`config.mk`:
```
export PLATFORM = sky130hd
export DESIGN_NAME = ovr_react_ctrl
export DESIGN_NICKNAME = d
export VERILOG_FILES = /design/src/rtl/ovr_pkg.sv /design/src/rtl/ovr_in_sync.sv /design/src/rtl/ovr_sticky.sv /design/src/rtl/ovr_delay_timer.sv /design/src/rtl/ovr_react_ctrl.sv
export SDC_FILE = /design/constraint.sdc
export NUM_CORES = 1
export LEC_CHECK = 0
export CAP_MARGIN = 0
export CORE_AREA = 2 2 39 41
export CTS_CLUSTER_SIZE = 16
export DETAILED_ROUTE_END_ITERATION = 8
export DIE_AREA = 0 0 41 43
export GPL_TIMING_DRIVEN = 0
export HOLD_SLACK_MARGIN = 0.15
export PLACE_DENSITY_LB_ADDON = 0.2
export SLEW_MARGIN = 40
export SYNTH_ARGS = -nofsm -noshare
export SYNTH_HDL_FRONTEND = slang
export SYNTH_SLANG_ARGS = --single-unit
```
`constraint.sdc`:
```
create_clock -name clk -period 2.3 [get_ports clk]
set_clock_uncertainty 0.2 [all_clocks]
set_input_delay 0.46 -clock clk [delete_from_list [all_inputs] [get_ports clk]]
set_output_delay 0.46 -clock clk [all_outputs]
set_load 0.01 [all_outputs]
```
`src/rtl/ovr_pkg.sv`:
```
package ovr_pkg;

   localparam int unsigned MODE_W = 3;

   typedef enum logic [MODE_W-1:0] {
      MODE_INIT     = 3'd0,
      MODE_NORMAL   = 3'd1,
      MODE_STOP     = 3'd2,
      MODE_RESTART  = 3'd3,
      MODE_FAILSAFE = 3'd4
   } ovr_mode_e;

   typedef enum logic [1:0] {
      RX_IDLE     = 2'd0,
      RX_RESTART  = 2'd1,
      RX_FAILSAFE = 2'd2
   } ovr_state_e;

   function automatic logic ovr_watched(input logic [MODE_W-1:0] m);
      return (m == MODE_INIT) || (m == MODE_NORMAL);
   endfunction

endpackage

```
`src/rtl/ovr_in_sync.sv`:
```
module ovr_in_sync #(
   parameter int unsigned STAGES = 0
) (
   input  logic clk,
   input  logic rst_n,
   input  logic d_i,
   output logic q_o
);
   if (STAGES > 4) begin : g_bad
      $error("ovr_in_sync: STAGES must be 0..4");
   end

   if (STAGES == 0) begin : g_pass
      assign q_o = d_i;
   end else begin : g_chain
      logic [STAGES-1:0] sh_q;
      always_ff @(posedge clk or negedge rst_n) begin
         if (!rst_n) sh_q <= '0;
         else        sh_q <= {sh_q[STAGES-2 >= 0 ? STAGES-2 : 0 : 0], d_i} ;
      end
      assign q_o = sh_q[STAGES-1];
   end
endmodule

```
`src/rtl/ovr_sticky.sv`:
```
module ovr_sticky #(
   parameter bit SET_WINS = 1'b1
) (
   input  logic clk,
   input  logic rst_n,
   input  logic set_i,
   input  logic clr_i,
   output logic q_o
);
   logic nxt;

   if (SET_WINS) begin : g_set_first
      always_comb begin
         if (set_i)      nxt = 1'b1;
         else if (clr_i) nxt = 1'b0;
         else            nxt = q_o;
      end
   end else begin : g_clr_first
      always_comb begin
         if (clr_i)      nxt = 1'b0;
         else if (set_i) nxt = 1'b1;
         else            nxt = q_o;
      end
   end

   always_ff @(posedge clk or negedge rst_n) begin
      if (!rst_n) q_o <= 1'b0;
      else        q_o <= nxt;
   end
endmodule

```
`src/rtl/ovr_delay_timer.sv`:
```
module ovr_delay_timer #(
   parameter int unsigned DELAY_CYC = 16
) (
   input  logic clk,
   input  logic rst_n,
   input  logic start_i,
   output logic busy_o,
   output logic done_o
);
   localparam int unsigned CNT_W = (DELAY_CYC > 1) ? $clog2(DELAY_CYC) : 1;
   localparam logic [CNT_W-1:0] LAST = CNT_W'(DELAY_CYC - 1);

   if (DELAY_CYC < 1) begin : g_bad
      $error("ovr_delay_timer: DELAY_CYC must be at least 1");
   end

   logic [CNT_W-1:0] cnt_q;
   logic             run_q;

   assign done_o = run_q && (cnt_q == LAST);
   assign busy_o = run_q;

   always_ff @(posedge clk or negedge rst_n) begin
      if (!rst_n) begin
         run_q <= 1'b0;
         cnt_q <= '0;
      end else if (start_i) begin
         run_q <= 1'b1;
         cnt_q <= '0;
      end else if (done_o) begin
         run_q <= 1'b0;
         cnt_q <= '0;
      end else if (run_q) begin
         cnt_q <= cnt_q + 1'b1;
      end
   end
endmodule

```
`src/rtl/ovr_react_ctrl.sv`:
```
module ovr_react_ctrl
   import ovr_pkg::*;
#(
   parameter int unsigned RESTART_CYC  = 16,
   parameter int unsigned SYNC_STAGES  = 0,
   parameter bit          STS_SET_WINS = 1'b1
) (
   input  logic             clk,
   input  logic             rst_n,
   input  logic             ov_det_i,
   input  logic [MODE_W-1:0] mode_i,
   input  logic             react_en_i,
   input  logic             cfg_restart_i,
   input  logic             status_clr_i,
   input  logic             fs_exit_i,
   output logic             mode_req_valid_o,
   output logic [MODE_W-1:0] mode_req_o,
   output logic             fault_out_o,
   output logic             ov_status_o,
   output logic             react_en_clr_o
);
   if (RESTART_CYC < 1) begin : g_bad_cyc
      $error("ovr_react_ctrl: RESTART_CYC must be at least 1");
   end

   logic       ov_q;
   logic       watched;
   logic       hit;
   logic       trig;
   logic       tmr_start;
   logic       tmr_busy;
   logic       tmr_done;
   ovr_state_e st_q;

   ovr_in_sync #(.STAGES(SYNC_STAGES)) u_sync (
      .clk   (clk),
      .rst_n (rst_n),
      .d_i   (ov_det_i),
      .q_o   (ov_q)
   );

   assign watched   = ovr_watched(mode_i);
   assign hit       = ov_q && watched;
   assign trig      = hit && react_en_i && (st_q == RX_IDLE);
   assign tmr_start = trig && cfg_restart_i;

   ovr_sticky #(.SET_WINS(STS_SET_WINS)) u_sts (
      .clk   (clk),
      .rst_n (rst_n),
      .set_i (hit),
      .clr_i (status_clr_i),
      .q_o   (ov_status_o)
   );

   ovr_delay_timer #(.DELAY_CYC(RESTART_CYC)) u_tmr (
      .clk     (clk),
      .rst_n   (rst_n),
      .start_i (tmr_start),
      .busy_o  (tmr_busy),
      .done_o  (tmr_done)
   );

   always_ff @(posedge clk or negedge rst_n) begin
      if (!rst_n) begin
         st_q             <= RX_IDLE;
         mode_req_valid_o <= 1'b0;
         mode_req_o       <= MODE_NORMAL;
         react_en_clr_o   <= 1'b0;
      end else begin
         mode_req_valid_o <= 1'b0;
         react_en_clr_o   <= 1'b0;
         unique case (st_q)
            RX_IDLE: begin
               if (trig) begin
                  mode_req_valid_o <= 1'b1;
                  if (cfg_restart_i) begin
                     st_q           <= RX_RESTART;
                     mode_req_o     <= MODE_RESTART;
                     react_en_clr_o <= 1'b1;
                  end else begin
                     st_q       <= RX_FAILSAFE;
                     mode_req_o <= MODE_FAILSAFE;
                  end
               end
            end
            RX_RESTART: begin
               if (tmr_done || !tmr_busy) begin
                  st_q             <= RX_IDLE;
                  mode_req_valid_o <= 1'b1;
                  mode_req_o       <= MODE_NORMAL;
               end
            end
            RX_FAILSAFE: begin
               if (fs_exit_i) st_q <= RX_IDLE;
            end
            default: st_q <= RX_IDLE;
         endcase
      end
   end

   assign fault_out_o = (st_q != RX_IDLE);

endmodule

```
==> run summary <==
status: finished clean
Iteration-0 DRC Markers: 5
Reg clk slew, reported paths: 0.08 ns
RSZ-0062 raised after global routing: no
die width: 41 um
Critical R2R Launch: st_q[0]
FMAX: 0.4722 GHz
Max IR drop VDD: 0.4711 mV
post-cts sizing count: 0
Setup violations, final: 0
CP arrival: 1.46 ns
Max Cap Viol: 0
Final HPWL DP: 708.7 um
antenna violations before repair: 0
Critical Path Sink Type: output port
Final #Nets: 85
TritonRoute pass-1 iters: 2
count leader, synth: dfrtp_1
Synth top cells by count: 12 x dfrtp_1, 5 x nand2_1, 4 x a21oi_1, 4 x inv_1, 4 x o21ai_0
core outline area: 0.001384 sq mm
largest net degree at the start of global routing: 14
CTS buffer count: 3
max-slew violation count: 0
post-CTS setup buffer count: 0
DIE HEIGHT: 43 um
# IOs: 17
pre-CTS WS: 0.1895 ns
launch point of the worst path: st_q[0]
power per cell area: 939.8 mW/mm^2
input/output buffers: 15
via density per instance: 4.820
sequential-to-total area share from yosys stat: 57.24%
Worst EP required: 1.64 ns
syn_nets: 65
total wire length: 891 um
Netlist cell types: 21
# rows: 14
Core Util, Final: 55.43%
crit path launch type: flop
Area contributors post-synth: dfrtp_1 53%, dfstp_2 4.6%, a21oi_1 3.5%
die area: 0.001763 sq mm
Syn Inst Count: 54
DR vias: 429
period utilization: 92.08%
asr flop ratio synth: 100.0%
Synth top area share: 52.63%
synth warn: 0
Rel. slew slack: 63.00%
minimum clock period: 2.118 ns
GRT overflow: 0
DRC violations left: 0
Mean Syn Cell Area: 10.57 sq um
Hold WC Path Type: reg -> reg
Final Hold Fails: 0
CTS max path bufs: 2
setup_tns: 0 ns
CTS tree: done
diode count: 0
vias in the first global route: 418
WL/cell: 10.01 um
actual slew at the worst max-slew pin: 0.5533 ns
synthesized area: 570.5 sq um
Most used DFF post-synth: dfrtp_1
critical hold path startpoint: u_sts.q_o
GRT Util Overall: 13.73%
CP max FO: 5
Worst-Skew Late Latency: 0.26 ns
fraction of layout instances using a drive strength above 1: 10.96%
initial core utilization: 41.23%
leakage power: 0.3489 nW
GP Congestion: 0.6889
post-route ant nets: 0
first-pass GRT wire length: 1.642 mm
area grow syn2layout: 34.43%
# hold bufs at CTS: 0
number of flops mapped to enable cells by yosys: 0
flop2flop setup slack: 0.76 ns
Crit Path Class: reg -> out
Setup WS post-layout: 0.1821 ns
Synth area leader: dfrtp_1
Clock H-tree levels: 1
clock sinks: 13
synthesized flop and latch total: 13
clock tree root buffer cell: clkbuf_4
layout by cell type, fill, tap and decap left out:
master           count
a21oi_1              4
o31ai_1              2
o21ai_0              4
nand3_1              2
clkbuf_1             1
clkdlybuf4s50_1     15
clkbuf_4             3
mux2i_1              1
or3_1                1
nor2_1               3
or2_2                2
xor2_1               1
nand2_1              5
ha_1                 1
nand2b_1             3
clkbuf_2             1
nand3b_1             1
or3_4                1
dfstp_2              1
o31a_1               1
or3b_1               2
inv_1                4
nor3b_1              2
dfrtp_1             12
flip-flops by register name, indices dropped and copies added (netlist names):
register / cells
u_sts.q_o: 1
u_tmr.busy_o: 1
mode_req_valid_o: 1
u_tmr.cnt_q: 4
mode_req_o: 3
st_q: 2
react_en_clr_o: 1
final timing paths:
| path | to | cells after the start |
|---|---|---|
| setup / recovery | fault_out_o | 2 |
| hold / removal | u_sts.q_o | 2 |
| setup reg to reg | mode_req_o[0] | 3 |
| hold reg to reg | u_sts.q_o | 2 |
| max in group asynchronous | mode_req_o[0] | 1 |
| min in group asynchronous | u_tmr.busy_o | 1 |
kinds of logic (layout without fill, tap and decap cells):
family          after synthesis  in the layout  share of synthesized area, %
simple gates                 22             22                         22.59
flops                        13             13                         57.24
compound gates               11             11                         11.18
buf+inv                       5             24                         3.507
fa+ha+maj                     1              1                         2.193
xor+xnor                      1              1                         1.535
mux                           1              1                         1.754
metal layers:
layer	track usage, %	share of wire, %	up-vias
li1	-	-	225
met1	19.24	47	191
met2	18.75	46	11
met3	1.571	4.4	2
met4	10.00	2.1	0
met5	0	0	-
stage by stage:
step / std cells / instance area, sq um / hold slack (ns) / power (mW)
5_1_grt: 89 / 767.0 / 0.3590 / 0.7874
3_3_place_gp: 85 / 740.7 / 0.3084 / 0.5848
3_5_place_dp: 85 / 740.7 / 0.3206 / 0.5948
2_1_floorplan: 54 / 570.5 / -0.03559 / 0.4997
4_1_cts: 89 / 767.0 / 0.3319 / 0.7321
6_report: 89 / 767.0 / 0.3269 / 0.7208
power breakdown:
part           leakage, nW  internal, mW  switching [mW]
sequential           0.165         0.299          0.0466
combinational        0.169         0.133           0.106
clock               0.0150        0.0670          0.0692
cell type report:
cell class / count / area [sq um]
Timing Repair Buffer: 15 / 150.1
Fill cell: 126 / 616.8
Inverter: 4 / 15.01
Multi-Input combinational cell: 36 / 224.0
Clock buffer: 4 / 26.28
Sequential cell: 13 / 326.6
Buffer: 1 / 5.005
Tap cell: 16 / 20.02
critical path: stages, from the launching register on:
cell and delay, ns:
dfrtp_1 0.42, or2_2 0.30, clkdlybuf4s50_1 0.48
Note: power is estimated with default switching activity, not from simulation.
